[config.mk]
export PLATFORM = sky130hd
export DESIGN_NAME = err_rec_window
export DESIGN_NICKNAME = d
export VERILOG_FILES = /design/src/rtl/err_win_pkg.sv /design/src/rtl/err_win_decode.sv /design/src/rtl/err_win_select.sv /design/src/rtl/err_win_store.sv /design/src/rtl/err_rec_window.sv
export SDC_FILE = /design/constraint.sdc
export NUM_CORES = 1
export LEC_CHECK = 0
export ABC_AREA = 1
export BUFFER_PORTS_ARGS = -buffer_cell sky130_fd_sc_hd__buf_2
export CAP_MARGIN = 5
export CELL_PAD_IN_SITES_DETAIL_PLACEMENT = 2
export CELL_PAD_IN_SITES_GLOBAL_PLACEMENT = 2
export CORE_UTILIZATION = 37
export CTS_CLUSTER_DIAMETER = 80
export DETAILED_ROUTE_END_ITERATION = 16
export PLACE_DENSITY = 0.85
export SETUP_SLACK_MARGIN = 0.4
export SYNTH_ARGS = -nofsm -noshare
export SYNTH_HDL_FRONTEND = slang
export SYNTH_SLANG_ARGS = --single-unit
[constraint.sdc]
create_clock -name clk -period 2.6 [get_ports clk]
set_clock_uncertainty 0.05 [all_clocks]
set_input_delay 0.26 -clock clk [delete_from_list [all_inputs] [get_ports clk]]
set_output_delay 0.26 -clock clk [all_outputs]
set_load 0.05 [all_outputs]
[src/rtl/err_win_pkg.sv]
package err_win_pkg;

  typedef struct packed {
    logic [3:0] cp;
    logic [2:0] op1;
    logic [3:0] crn;
    logic [3:0] crm;
    logic [2:0] op2;
  } acc_enc_t;

  localparam acc_enc_t WIN_ENC = '{cp: 4'hF, op1: 3'h0, crn: 4'h5, crm: 4'h4, op2: 3'h4};

  typedef enum logic [1:0] {
    RES_IDLE  = 2'd0,
    RES_DATA  = 2'd1,
    RES_UNDEF = 2'd2,
    RES_NODEC = 2'd3
  } res_kind_t;

endpackage

[src/rtl/err_win_decode.sv]
module err_win_decode
  import err_win_pkg::*;
#(
  parameter int FEAT_PRESENT = 1
) (
  input  logic      req,
  input  acc_enc_t  enc,
  input  logic      allow,
  output res_kind_t kind
);

  always_comb begin
    kind = RES_IDLE;
    if (req) begin
      if (enc != WIN_ENC) begin
        kind = RES_NODEC;
      end else if ((FEAT_PRESENT == 0) || !allow) begin
        kind = RES_UNDEF;
      end else begin
        kind = RES_DATA;
      end
    end
  end

endmodule

[src/rtl/err_win_select.sv]
module err_win_select #(
  parameter int NUM_REC = 8,
  parameter int SEL_W   = 16,
  parameter int IDX_W   = 3
) (
  input  logic             clk,
  input  logic             rst,
  input  logic             we,
  input  logic [SEL_W-1:0] wdata,
  output logic [IDX_W-1:0] idx,
  output logic             in_range
);

  logic [SEL_W-1:0] sel_q;

  always_ff @(posedge clk) begin
    if (rst) begin
      sel_q <= '0;
    end else if (we) begin
      sel_q <= wdata;
    end
  end

  assign idx = sel_q[IDX_W-1:0];

  generate
    if (NUM_REC == 0) begin : g_empty
      assign in_range = 1'b0;
    end else begin : g_cmp
      assign in_range = (32'(sel_q) < 32'(NUM_REC));
    end
  endgenerate

endmodule

[src/rtl/err_win_store.sv]
module err_win_store #(
  parameter int NUM_REC = 8,
  parameter int REC_W   = 64,
  parameter int WIN_W   = 32,
  parameter int IDX_W   = 3
) (
  input  logic             clk,
  input  logic             rst,
  input  logic             we,
  input  logic [IDX_W-1:0] widx,
  input  logic [REC_W-1:0] wdata,
  input  logic             ld,
  input  logic             clr,
  input  logic [IDX_W-1:0] ridx,
  output logic [WIN_W-1:0] rdata
);

  localparam int WIN_LSB = REC_W - WIN_W;

  generate
    if (NUM_REC == 0) begin : g_none
      always_ff @(posedge clk) begin
        if (rst || ld) begin
          rdata <= '0;
        end
      end
    end else begin : g_mem
      logic [REC_W-1:0] mem [NUM_REC];

      always_ff @(posedge clk) begin
        if (we && (32'(widx) < 32'(NUM_REC))) begin
          mem[widx] <= wdata;
        end
      end

      always_ff @(posedge clk) begin
        if (rst) begin
          rdata <= '0;
        end else if (ld) begin
          if (clr) begin
            rdata <= '0;
          end else begin
            rdata <= mem[ridx][WIN_LSB +: WIN_W];
          end
        end
      end
    end
  endgenerate

endmodule

[src/rtl/err_rec_window.sv]
module err_rec_window
  import err_win_pkg::*;
#(
  parameter int NUM_REC      = 8,
  parameter int SEL_W        = 16,
  parameter int REC_W        = 64,
  parameter int WIN_W        = 32,
  parameter int FEAT_PRESENT = 1,
  localparam int IDX_W       = (NUM_REC > 1) ? $clog2(NUM_REC) : 1
) (
  input  logic             clk,
  input  logic             rst,
  input  logic             sel_we,
  input  logic [SEL_W-1:0] sel_wdata,
  input  logic             rec_we,
  input  logic [IDX_W-1:0] rec_widx,
  input  logic [REC_W-1:0] rec_wdata,
  input  logic             acc_req,
  input  logic [3:0]       acc_cp,
  input  logic [2:0]       acc_op1,
  input  logic [3:0]       acc_crn,
  input  logic [3:0]       acc_crm,
  input  logic [2:0]       acc_op2,
  input  logic             acc_allow,
  output logic             rd_valid,
  output logic             rd_undef,
  output logic             rd_nodec,
  output logic             rd_fallback,
  output logic [WIN_W-1:0] rd_data
);

  acc_enc_t         enc;
  res_kind_t        kind;
  logic [IDX_W-1:0] cur_idx;
  logic             cur_in_range;
  logic             load;
  logic             valid_q, undef_q, nodec_q, fb_q;

  assign enc = '{cp: acc_cp, op1: acc_op1, crn: acc_crn, crm: acc_crm, op2: acc_op2};

  err_win_decode #(.FEAT_PRESENT(FEAT_PRESENT)) u_decode (
    .req   (acc_req),
    .enc   (enc),
    .allow (acc_allow),
    .kind  (kind)
  );

  err_win_select #(.NUM_REC(NUM_REC), .SEL_W(SEL_W), .IDX_W(IDX_W)) u_select (
    .clk      (clk),
    .rst      (rst),
    .we       (sel_we),
    .wdata    (sel_wdata),
    .idx      (cur_idx),
    .in_range (cur_in_range)
  );

  assign load = (kind == RES_DATA);

  err_win_store #(.NUM_REC(NUM_REC), .REC_W(REC_W), .WIN_W(WIN_W), .IDX_W(IDX_W)) u_store (
    .clk   (clk),
    .rst   (rst),
    .we    (rec_we),
    .widx  (rec_widx),
    .wdata (rec_wdata),
    .ld    (load),
    .clr   (!cur_in_range),
    .ridx  (cur_idx),
    .rdata (rd_data)
  );

  always_ff @(posedge clk) begin
    if (rst) begin
      valid_q <= 1'b0;
      undef_q <= 1'b0;
      nodec_q <= 1'b0;
      fb_q    <= 1'b0;
    end else begin
      valid_q <= load;
      undef_q <= (kind == RES_UNDEF);
      nodec_q <= (kind == RES_NODEC);
      fb_q    <= load && !cur_in_range;
    end
  end

  assign rd_valid    = valid_q;
  assign rd_undef    = undef_q;
  assign rd_nodec    = nodec_q;
  assign rd_fallback = fb_q;

endmodule

==> impl_metrics.py <==
metrics = {
    "drt": {
        "drc_errors": 0,
        "drt-pass1-iter-count": 5,
        "routedWlPerCell_um": 23.1,
        "via_count": 10213,
        "first_iter_violations": 613,
        "antenna_left": 0,
        "vias_per_cell": 5.12,
        "wirelength_um": 46100,
    },
    "synth": {
        "synthesis.nets": 1455,
        "synth_seq_cells": 311,
        "synth_top_cell_by_area": "edfxtp_1",
        "seq_area_frac_synth_pct": 66.8,
        "ys_types": 23,
        "synth_area_leaders": "edfxtp_1 (58%), nand2_1 (9.2%), dfxtp_1 (8.4%), inv_1 (7.3%), nand3_1 (7.2%)",
        "synth_cells": 1348,
        "synth_area_sq_um": 13200,
        "synth_top_area_share_pct": 58.4,
        "yosysWarnings": 0,
        "syn_avg_cell_area_sq_um": 9.76,
    },
    "cells_and_area": {
        "fin_area_sq_um": 15900,
        "antenna_cells": 0,
        "final_core_util_pct": 45.5,
        "final_cell_mix": "nand2_1 (323), edfxtp_1 (256), inv_1 (254)",
        "fill_cells": 3612,
        "final_common_cell": "nand2_1",
        "fin_nets": 1619,
        "final_layout_size_suffix_gt1_share_pct": 14.2,
        "area_growth_syn_to_layout_pct": 20.5,
    },
    "run": {
        "maxCapViolCount": 0,
    },
    "placement": {
        "placed_area_sq_um": 14300,
        "port_buffers": 110,
        "place_ws_ns": 0.497,
        "gp_congestion": 0.689,
        "place_hpwl_um": 25000,
    },
    "critical_path": {
        "setup.worst_path.class": "flip-flop to flip-flop",
        "cp.arrival_ns": 2.38,
        "cp-end-kind": "flip-flop",
        "start_kind": "flip-flop",
        "cp_max_fo": 74,
        "worstPathRequired_ns": 3.02,
    },
    "clock_network": {
        "cts_tree": "yes",
        "cts-htree-levels": 2,
        "cts-root-buf": "clkbuf_16",
        "clock_sinks": 311,
        "cts_setup_buffers": 0,
        "worstSkewPairLatency_ns": 0.53,
        "cts_buffers": 35,
        "clk_path_buf_depth": 3,
        "clk_pin_slew_ns": 0.06,
    },
    "floorplan": {
        "start_util_pct": 37.8,
        "dieHeight_um": 191,
        "die-area_sq_um": 36300,
        "design.core.area_sq_um": 34800,
        "row_count": 68,
        "io_pins": 143,
        "die_w_um": 191,
    },
    "power_and_ir_drop": {
        "p_per_area_nw_per_um2": 704,
        "power_leakage_nw": 6.98,
        "vdd_drop_max_mv": 0.524,
    },
    "timing": {
        "setup_slack_ns": 0.643,
        "rsz0062_at_grt": "false",
        "hold_viol_final": 0,
        "tightest_slew_ns": 0.713,
        "finalCriticalPeriod_ns": 1.96,
        "slew-limit-headroom_pct": 52.5,
        "setup-tns-final_ns": 0,
        "fmax_mhz": 511,
        "final_max_slew_viol_count": 0,
        "finalCritPeriodShare_pct": 75.3,
        "finalSetupViolCount": 0,
    },
    "global_route": {
        "grt_pass1_vias": 11490,
        "grt_pass1_wl_um": 69400,
        "grt_max_degree": 129,
        "grtUsageTotal_pct": 25.8,
        "antenna_found_initial": 1,
        "overflow": 0,
    },
    "outcome": {
        "outcome": "complete, no violations",
    },
    "hold_path": {
        "min_path_type": "input pin to flip-flop",
    },
}
[metal layers]
layer	vias to the layer above	share of wire, %	wire (um)	GRT usage [%]
li1	4588	-	-	-
met3	102	4.1	1890	3.66
met5	-	0.028	13	0
met2	304	53	24400	47.8
met1	5217	40	18500	29.8
met4	2	2.9	1320	9.69
[final timing paths]
check        cells after the start  slack, ns                            endpoint                           from
max                              7       0.64      u_store.rdata[23]$_SDFFE_PP0N_                      flip-flop
min                              1       0.02  u_store.g_mem.mem[2][46]$_DFFE_PP_                  rec_wdata[46]
max reg2reg                      7       0.64      u_store.rdata[23]$_SDFFE_PP0N_                      flip-flop
min reg2reg                      2       0.43       u_store.rdata[0]$_SDFFE_PP0N_  u_store.rdata[0]$_SDFFE_PP0N_
[cell type report]
class | instances | area (sq um) | area share (%)
clock buffers | 48 | 948 | 5.98
clock inverters | 16 | 83.8 | 0.529
inverters | 263 | 992 | 6.26
multi-input cells | 710 | 3100 | 19.6
flip-flops and latches | 311 | 8790 | 55.5
well taps | 455 | 569 | 3.59
repair buffers | 191 | 1360 | 8.58
[sequential cells by signal, summed over array words and instances (netlist names), named ones only]
signal,cells
rd_undef,1
rd_nodec,1
rd_fallback,1
u_store.rdata,32
u_store.g_mem.mem,256
u_select.sel_q,16
rd_valid,1
[worst max-delay path, cell delays in order, from the launching register on]
cell	delay [ns]
dfxtp_2	0.35
buf_6	0.56
o21ai_0	0.25
o21ai_0	0.35
nor2_1	0.08
nor2_1	0.11
nand2_1	0.06
nand2_1	0.08
[where the power goes]
| part | internal [mW] | switching, mW | total (mW) |
|---|---|---|---|
| sequential | 5.55 | 0.0595 | 5.61 |
| clock | 2.57 | 2.09 | 4.66 |
| combinational | 0.277 | 0.616 | 0.893 |
[cell families (layout without fill, tap and decap cells)]
logic type	after synthesis	in the layout	synth area share, %
AO/OA/AOI/OAI	47	47	1.79
buffers and inverters	327	518	10.1
flip-flops	311	311	66.8
AND/OR/NAND/NOR	663	663	21.3
[Yosys cell counts (all sizes together)]
cell type and n:
clkinv 6, nor2 135, nand4 1, or2 11
edfxtp 256, inv 257, clkbuf 19, a21oi 4
dfxtp 55, buf 45, nand3 190, nor3 3
o21ai 43, nand2 323
[metrics by stage]
step	power [mW]	cells	hold slack, ns
floorplan	6.13	1348	0.288
global placement	6.41	1881	0.395
detailed placement	6.50	1881	0.406
CTS	11.2	1994	0.00313
global route	11.5	1994	0.0299
finish	11.2	1994	0.0239
[timing repair]
action,CTS,global route
endpoints found under the hold margin,262,0
setup endpoints to repair,1,7
resized for setup,1,1
hold buffers,49,0
Power figures use the tool's default switching activity.
